**src/rtl/rb_pkg.sv**
```systemverilog
package rb_pkg;
  localparam int DATA_W   = 10;
  localparam int ADDR_W   = 6;
  localparam int ADC_W    = 12;
  localparam int NUM_CAL  = 7;
  localparam int ADDR_CTL = 23;
  localparam int ADDR_SPR = 62;
  localparam int ADDR_CLR = 63;

  function automatic bit has_storage(input int a);
    return (a <= ADDR_CTL) || (a == ADDR_SPR);
  endfunction

  function automatic int field_width(input int a);
    if (a <= 3 || a == ADDR_CTL || a == ADDR_SPR) return 10;
    else if (a <= 15) return 8;
    else return 6;
  endfunction

  function automatic logic [DATA_W-1:0] field_mask(input int a);
    logic [DATA_W-1:0] m;
    for (int b = 0; b < DATA_W; b++) m[b] = (b < field_width(a));
    return m;
  endfunction
endpackage

```
**src/rtl/rb_cfg_bank.sv**
```systemverilog
module rb_cfg_bank
  import rb_pkg::*;
#(
  parameter int AW = ADDR_W,
  parameter int DW = DATA_W
) (
  input  logic                       clk_i,
  input  logic                       rst_ni,
  input  logic                       wr_en_i,
  input  logic [AW-1:0]              wr_addr_i,
  input  logic [DW-1:0]              wr_data_i,
  output logic [2**AW-1:0][DW-1:0]   bank_o,
  output logic [DW-1:0]              ctrl_o
);
  localparam int NREG = 2**AW;

  logic clr;
  assign clr = wr_en_i && (wr_addr_i == AW'(ADDR_CLR));

  for (genvar i = 0; i < NREG; i++) begin : g_reg
    if (has_storage(i)) begin : g_store
      localparam logic [DW-1:0] MASK = field_mask(i);
      logic [DW-1:0] q;
      always_ff @(posedge clk_i or negedge rst_ni) begin
        if (!rst_ni)                                  q <= '0;
        else if (clr)                                 q <= '0;
        else if (wr_en_i && wr_addr_i == AW'(i))      q <= wr_data_i & MASK;
      end
      assign bank_o[i] = q;
    end else begin : g_empty
      assign bank_o[i] = '0;
    end
  end

  assign ctrl_o = bank_o[ADDR_CTL];
endmodule

```
**src/rtl/rb_sel_decode.sv**
```systemverilog
module rb_sel_decode
  import rb_pkg::*;
#(
  parameter int AW = ADDR_W,
  parameter int DW = DATA_W,
  parameter int NC = NUM_CAL
) (
  input  logic [DW-2:0]              sel_i,
  input  logic [2**AW-1:0][DW-1:0]   bank_i,
  input  logic [NC-1:0][DW-1:0]      cal_i,
  output logic [DW-1:0]              val_o
);
  localparam int GW = DW - 1 - AW;

  logic [GW-1:0] grp;
  logic [AW-1:0] idx;
  assign grp = sel_i[DW-2:AW];
  assign idx = sel_i[AW-1:0];

  always_comb begin
    val_o = '0;
    if (grp == '0) val_o = bank_i[idx];
    else begin
      for (int c = 0; c < NC; c++)
        if (int'(grp) == c + 1) val_o = cal_i[c];
    end
  end
endmodule

```
**src/rtl/rb_out_stage.sv**
```systemverilog
module rb_out_stage #(
  parameter int DW = 10,
  parameter int SW = 12
) (
  input  logic          clk_i,
  input  logic          rst_ni,
  input  logic          rb_en_i,
  input  logic [DW-1:0] rb_val_i,
  input  logic [SW-1:0] adc_i,
  output logic [SW-1:0] bus_o,
  output logic [SW-1:0] cal_o
);
  localparam int PAD = SW - DW;

  always_ff @(posedge clk_i or negedge rst_ni) begin
    if (!rst_ni) begin
      bus_o <= '0;
      cal_o <= '0;
    end else begin
      bus_o <= rb_en_i ? {rb_val_i, {PAD{1'b0}}} : adc_i;
      cal_o <= adc_i;
    end
  end
endmodule

```
**src/rtl/readback_bus_mux.sv**
```systemverilog
module readback_bus_mux
  import rb_pkg::*;
#(
  parameter int AW = ADDR_W,
  parameter int DW = DATA_W,
  parameter int SW = ADC_W
) (
  input  logic          clk_i,
  input  logic          rst_ni,
  input  logic          wr_en_i,
  input  logic [AW-1:0] wr_addr_i,
  input  logic [DW-1:0] wr_data_i,
  input  logic [SW-1:0] adc_data_i,
  input  logic [DW-1:0] cal_avg_even_i,
  input  logic [DW-1:0] cal_avg_odd_i,
  input  logic [DW-1:0] cal_cdac_even_i,
  input  logic [DW-1:0] cal_cdac_odd_i,
  input  logic [DW-1:0] cal_fdac_even_i,
  input  logic [DW-1:0] cal_fdac_odd_i,
  input  logic [DW-1:0] cal_gain_i,
  output logic [SW-1:0] data_o,
  output logic [SW-1:0] cal_sample_o
);
  logic [2**AW-1:0][DW-1:0] bank;
  logic [DW-1:0]            rb_ctrl;
  logic [NUM_CAL-1:0][DW-1:0] cal_vec;
  logic [DW-1:0]            rb_val;

  // order fixes the select code 1..7
  assign cal_vec[0] = cal_avg_even_i;
  assign cal_vec[1] = cal_avg_odd_i;
  assign cal_vec[2] = cal_cdac_even_i;
  assign cal_vec[3] = cal_cdac_odd_i;
  assign cal_vec[4] = cal_fdac_even_i;
  assign cal_vec[5] = cal_fdac_odd_i;
  assign cal_vec[6] = cal_gain_i;

  rb_cfg_bank #(.AW(AW), .DW(DW)) u_bank (
    .clk_i     (clk_i),
    .rst_ni    (rst_ni),
    .wr_en_i   (wr_en_i),
    .wr_addr_i (wr_addr_i),
    .wr_data_i (wr_data_i),
    .bank_o    (bank),
    .ctrl_o    (rb_ctrl)
  );

  rb_sel_decode #(.AW(AW), .DW(DW), .NC(NUM_CAL)) u_dec (
    .sel_i  (rb_ctrl[DW-2:0]),
    .bank_i (bank),
    .cal_i  (cal_vec),
    .val_o  (rb_val)
  );

  rb_out_stage #(.DW(DW), .SW(SW)) u_out (
    .clk_i    (clk_i),
    .rst_ni   (rst_ni),
    .rb_en_i  (rb_ctrl[DW-1]),
    .rb_val_i (rb_val),
    .adc_i    (adc_data_i),
    .bus_o    (data_o),
    .cal_o    (cal_sample_o)
  );
endmodule

```
**config.mk**
```make
export PLATFORM = sky130hd
export DESIGN_NAME = readback_bus_mux
export DESIGN_NICKNAME = d
export VERILOG_FILES = /design/src/rtl/rb_pkg.sv /design/src/rtl/rb_cfg_bank.sv /design/src/rtl/rb_sel_decode.sv /design/src/rtl/rb_out_stage.sv /design/src/rtl/readback_bus_mux.sv
export SDC_FILE = /design/constraint.sdc
export NUM_CORES = 1
export LEC_CHECK = 0
export BUFFER_PORTS_ARGS = -buffer_cell sky130_fd_sc_hd__buf_2
export CELL_PAD_IN_SITES_DETAIL_PLACEMENT = 0
export CELL_PAD_IN_SITES_GLOBAL_PLACEMENT = 1
export CORE_ASPECT_RATIO = 1.2
export CORE_MARGIN = 4
export CORE_UTILIZATION = 30
export DETAILED_ROUTE_END_ITERATION = 6
export HOLD_SLACK_MARGIN = 0.15
export MAX_ROUTING_LAYER = met4
export PLACE_DENSITY_LB_ADDON = 0.1
export SYNTH_ARGS = -nofsm -noshare
export SYNTH_HDL_FRONTEND = slang
export SYNTH_SLANG_ARGS = --single-unit
```
**constraint.sdc**
```tcl
create_clock -name clk_i -period 2.2 [get_ports clk_i]
set_input_delay 0 -clock clk_i [delete_from_list [all_inputs] [get_ports clk_i]]
set_output_delay 0 -clock clk_i [all_outputs]
set_load 0.01 [all_outputs]
```
==> flow_metrics.tcl <==
set metrics [dict create \
    dr.pass1.iters 5 \
    synth_top_family_by_area "multiplexers" \
    dp_slack_ns 0.06238 \
    synth.avg_cell_area_sq_um 10.64 \
    cp.required_ns 2.64 \
    r2r_slack_ns 0.09 \
    path_clk_slew_ns 0.06 \
    first_iter_violations 635 \
    pwr_density_cell_nw_per_um2 834.6 \
    grt_pass1_wl_um 59370 \
    globalRouteOverflowTotal 0 \
    hold_start "cal_avg_even_i[0]" \
    synth_compound_area_share_pct 9.046 \
    wl_per_cell_um 22.34 \
    drv_slew 0 \
    dp_hpwl_um 25800 \
    fin_nets 1365 \
    dp_cells 1617 \
    clkLatencyLatePin_ns 0.55 \
    yosys-top-cells-count "dfrtp_1 (222), nor2_1 (124), mux2i_1 (120), nand2_1 (106), a21oi_1 (95)" \
    wl_um 39300 \
    power_frac_seq_pct 40.8 \
    finalSetupTns_ns 0 \
    rows 77 \
    die_h_um 220.6 \
    max_slew_margin_pct 49.07 \
    port_buffers 124 \
    synth.area.mux_share_pct 21.42 \
    synth_nets 1163 \
    rr_worst_depth 5 \
    cts_tree "built" \
    grt_max_degree 97 \
    die-area_sq_um 40850 \
    synth-edff-count 0 \
    hold_path_class "input pin to register" \
    synth_xor_area_share_pct 0.07750 \
    leakage_nw 6.486 \
    rsz0062_at_grt "yes" \
    finalSetupViolCount 0 \
    multiInputGateArea_sq_um 5226 \
    whs_path_depth 5 \
    grt_usage_pct 19.57 \
    die_w_um 185.2 \
    vias 9010 \
    yosysSeqAreaShare_pct 49.16 \
    initial_utilization_pct 30.55 \
    netlist_instances 1062 \
    antenna_found_initial 1 \
    core_sq_um 37000 \
    synth_seq_cells 222 \
    combPwrFrac_pct 19.1 \
    cts_sinks 222 \
    synth.top_cell.area_share_pct 49.16 \
    viasPerCell 5.122 \
    yosys_warnings 0 \
    drc 0 \
    fin_area_sq_um 14610 \
    crit_arrival_ns 2.55 \
    outcome "finished clean" \
    p_int_mw 8.804 \
    p_sw_share_pct 27.78 \
    cts_buffers 27 \
    switchingPower_mw 3.387 \
    ir_worst_vdd_mv 0.5508 \
    netlist_area_sq_um 11300 \
    whs_ns 0.1624 \
    synth-simple-area-share_pct 15.43 \
    cap_violations 0 \
    dpl_cell_area_sq_um 12670 \
    tightestPinTransition_ns 0.7639 \
    total_power_mw 12.19 \
    clockBufferDepth 3 \
    clkPwrFrac_pct 40.1 \
    yosysUniqueCellTypes 59 \
    fin_cells 1759 \
    ios 125 \
    synthAdderAreaFrac_pct 0 \
    fin_crit_ns 2.111 \
    worstPathMaxFanout 11 \
    grt_pass1_vias 9206 \
    r2r-end "u_out.bus_o[6]" \
    finalCritPeriodShare_pct 95.98 \
    synth_top_area_cell "dfrtp_1" \
    nFillCells 3648 \
    drive_gt1_share_pct 24.38 \
    routabilityCongestion 0.7885 \
    route.antenna.remaining_nets 0 \
    utilization_pct 39.48 \
    r2r_start "u_bank.ctrl_o[0]" \
    setup.worst_path.end_class "register" \
    fin_worst_skew_ns 0.01230 \
    synth_most_common_cell "dfrtp_1" \
    ctsHtreeMaxLevel 1 \
    critPathLaunchType "register" \
    seqCellArea_sq_um 5560 \
    async_flop_share_pct 100.0 \
    max_freq_mhz 473.6 \
    hold_violations 0 \
    root_buffer "clkbuf_16" \
    criticalPathCategory "register to register" \
    hold-path-endpoint "u_out.bus_o[2]" \
    finalWorstSetupSlack_ns 0.08853 \
    yosys-top-cells-area "dfrtp_1 (49%), mux2i_1 (11%), mux4_2 (9.2%)" \
    area_growth_pct 29.25 \
    synth_top_flop_cell "dfrtp_1" \
]
[power by group through the flow]
stage,registers (mW),logic [mW],clock network [mW]
global route,5.04,2.57,5.19
finish,4.97,2.33,4.89
global placement,5.04,2.14,0
floorplan,4.90,1.39,0
detailed placement,5.04,2.16,0
CTS,4.97,2.32,5.02
[per-layer routing]
| metal | routed length [um] | track usage, % |
|---|---|---|
| met4 | 667 | 4.356 |
| met3 | 1391 | 2.105 |
| met2 | 19550 | 32.57 |
| met5 | 0 | - |
| met1 | 17700 | 26.04 |
[critical path, stage by stage, from the launching register on]
cell	delay, ns
dfrtp_2	0.41
buf_4	0.26
mux4_2	0.53
a221oi_1	0.33
nand4_1	0.16
a221o_1	0.31
[registers in the layout, summed over array words and instances (netlist names)]
register	cells
u_bank.ctrl_o	10
u_bank.g.g_store.q	188
u_out.cal_o	12
u_out.bus_o	12
[logic make-up (layout without fill, tap and decap cells)]
logic type	count (synthesis)	in the layout
DFF	222	222
AOI/OAI and AO/OA	167	167
muxes	177	177
and+or+nand+nor	377	377
other	0	1
buffers and inverters	118	340
xor gates and xnor gates	1	1
[layout make-up]
cell class / instances / area share (%)
Tap cell: 474 / 4.060
Sequential cell: 222 / 38.07
Clock buffer: 39 / 5.345
Multi-Input combinational cell: 722 / 35.78
Clock inverter: 10 / 1.251
Inverter: 15 / 0.3855
Antenna cell: 1 / 0.01713
Timing Repair Buffer: 276 / 15.09
[what timing repair did]
item,in CTS,in global routing
setup endpoints to repair,0,7
resized for setup,0,6
hold endpoints to repair,443,0
setup buffers,0,3
hold buffers,87,0
[worst max path at each step]
stage / from / to / slack (ns) / cells past startpoint
after floorplan: u_bank.ctrl_o[0] / u_out.bus_o[5] / 0.31 / 7
after global placement: u_bank.ctrl_o[0] / u_out.bus_o[5] / 0.1 / 5
after detailed placement: u_bank.ctrl_o[0] / u_out.bus_o[4] / 0.06 / 6
after CTS: u_bank.ctrl_o[0] / u_out.bus_o[4] / 0.02 / 6
after global routing: u_bank.ctrl_o[0] / u_out.bus_o[6] / -0.01 / 5
final: u_bank.ctrl_o[0] / u_out.bus_o[6] / 0.09 / 5
[cells in the final DEF, fill, tap and decap left out, types with 4 or more instances in the layout]
cell	instances
nor3_4	4
nand2_1	106
or3_1	4
buf_2	123
dfrtp_2	4
nor3_1	6
a22o_1	8
o22ai_1	5
buf_12	13
nand2b_1	10
mux2_2	7
mux2i_1	120
dlygate4sd3_1	86
clkbuf_16	29
a211oi_1	8
bufinv_16	5
nand3b_1	13
a21oi_1	93
dfrtp_1	218
buf_4	50
mux4_2	47
inv_1	14
o221ai_1	5
nor2_2	8
clkbuf_8	6
o21ai_0	13
a221oi_1	6
clkbuf_1	6
nor2_1	121
nand3_1	84
Note: power is estimated with default switching activity, not from simulation.
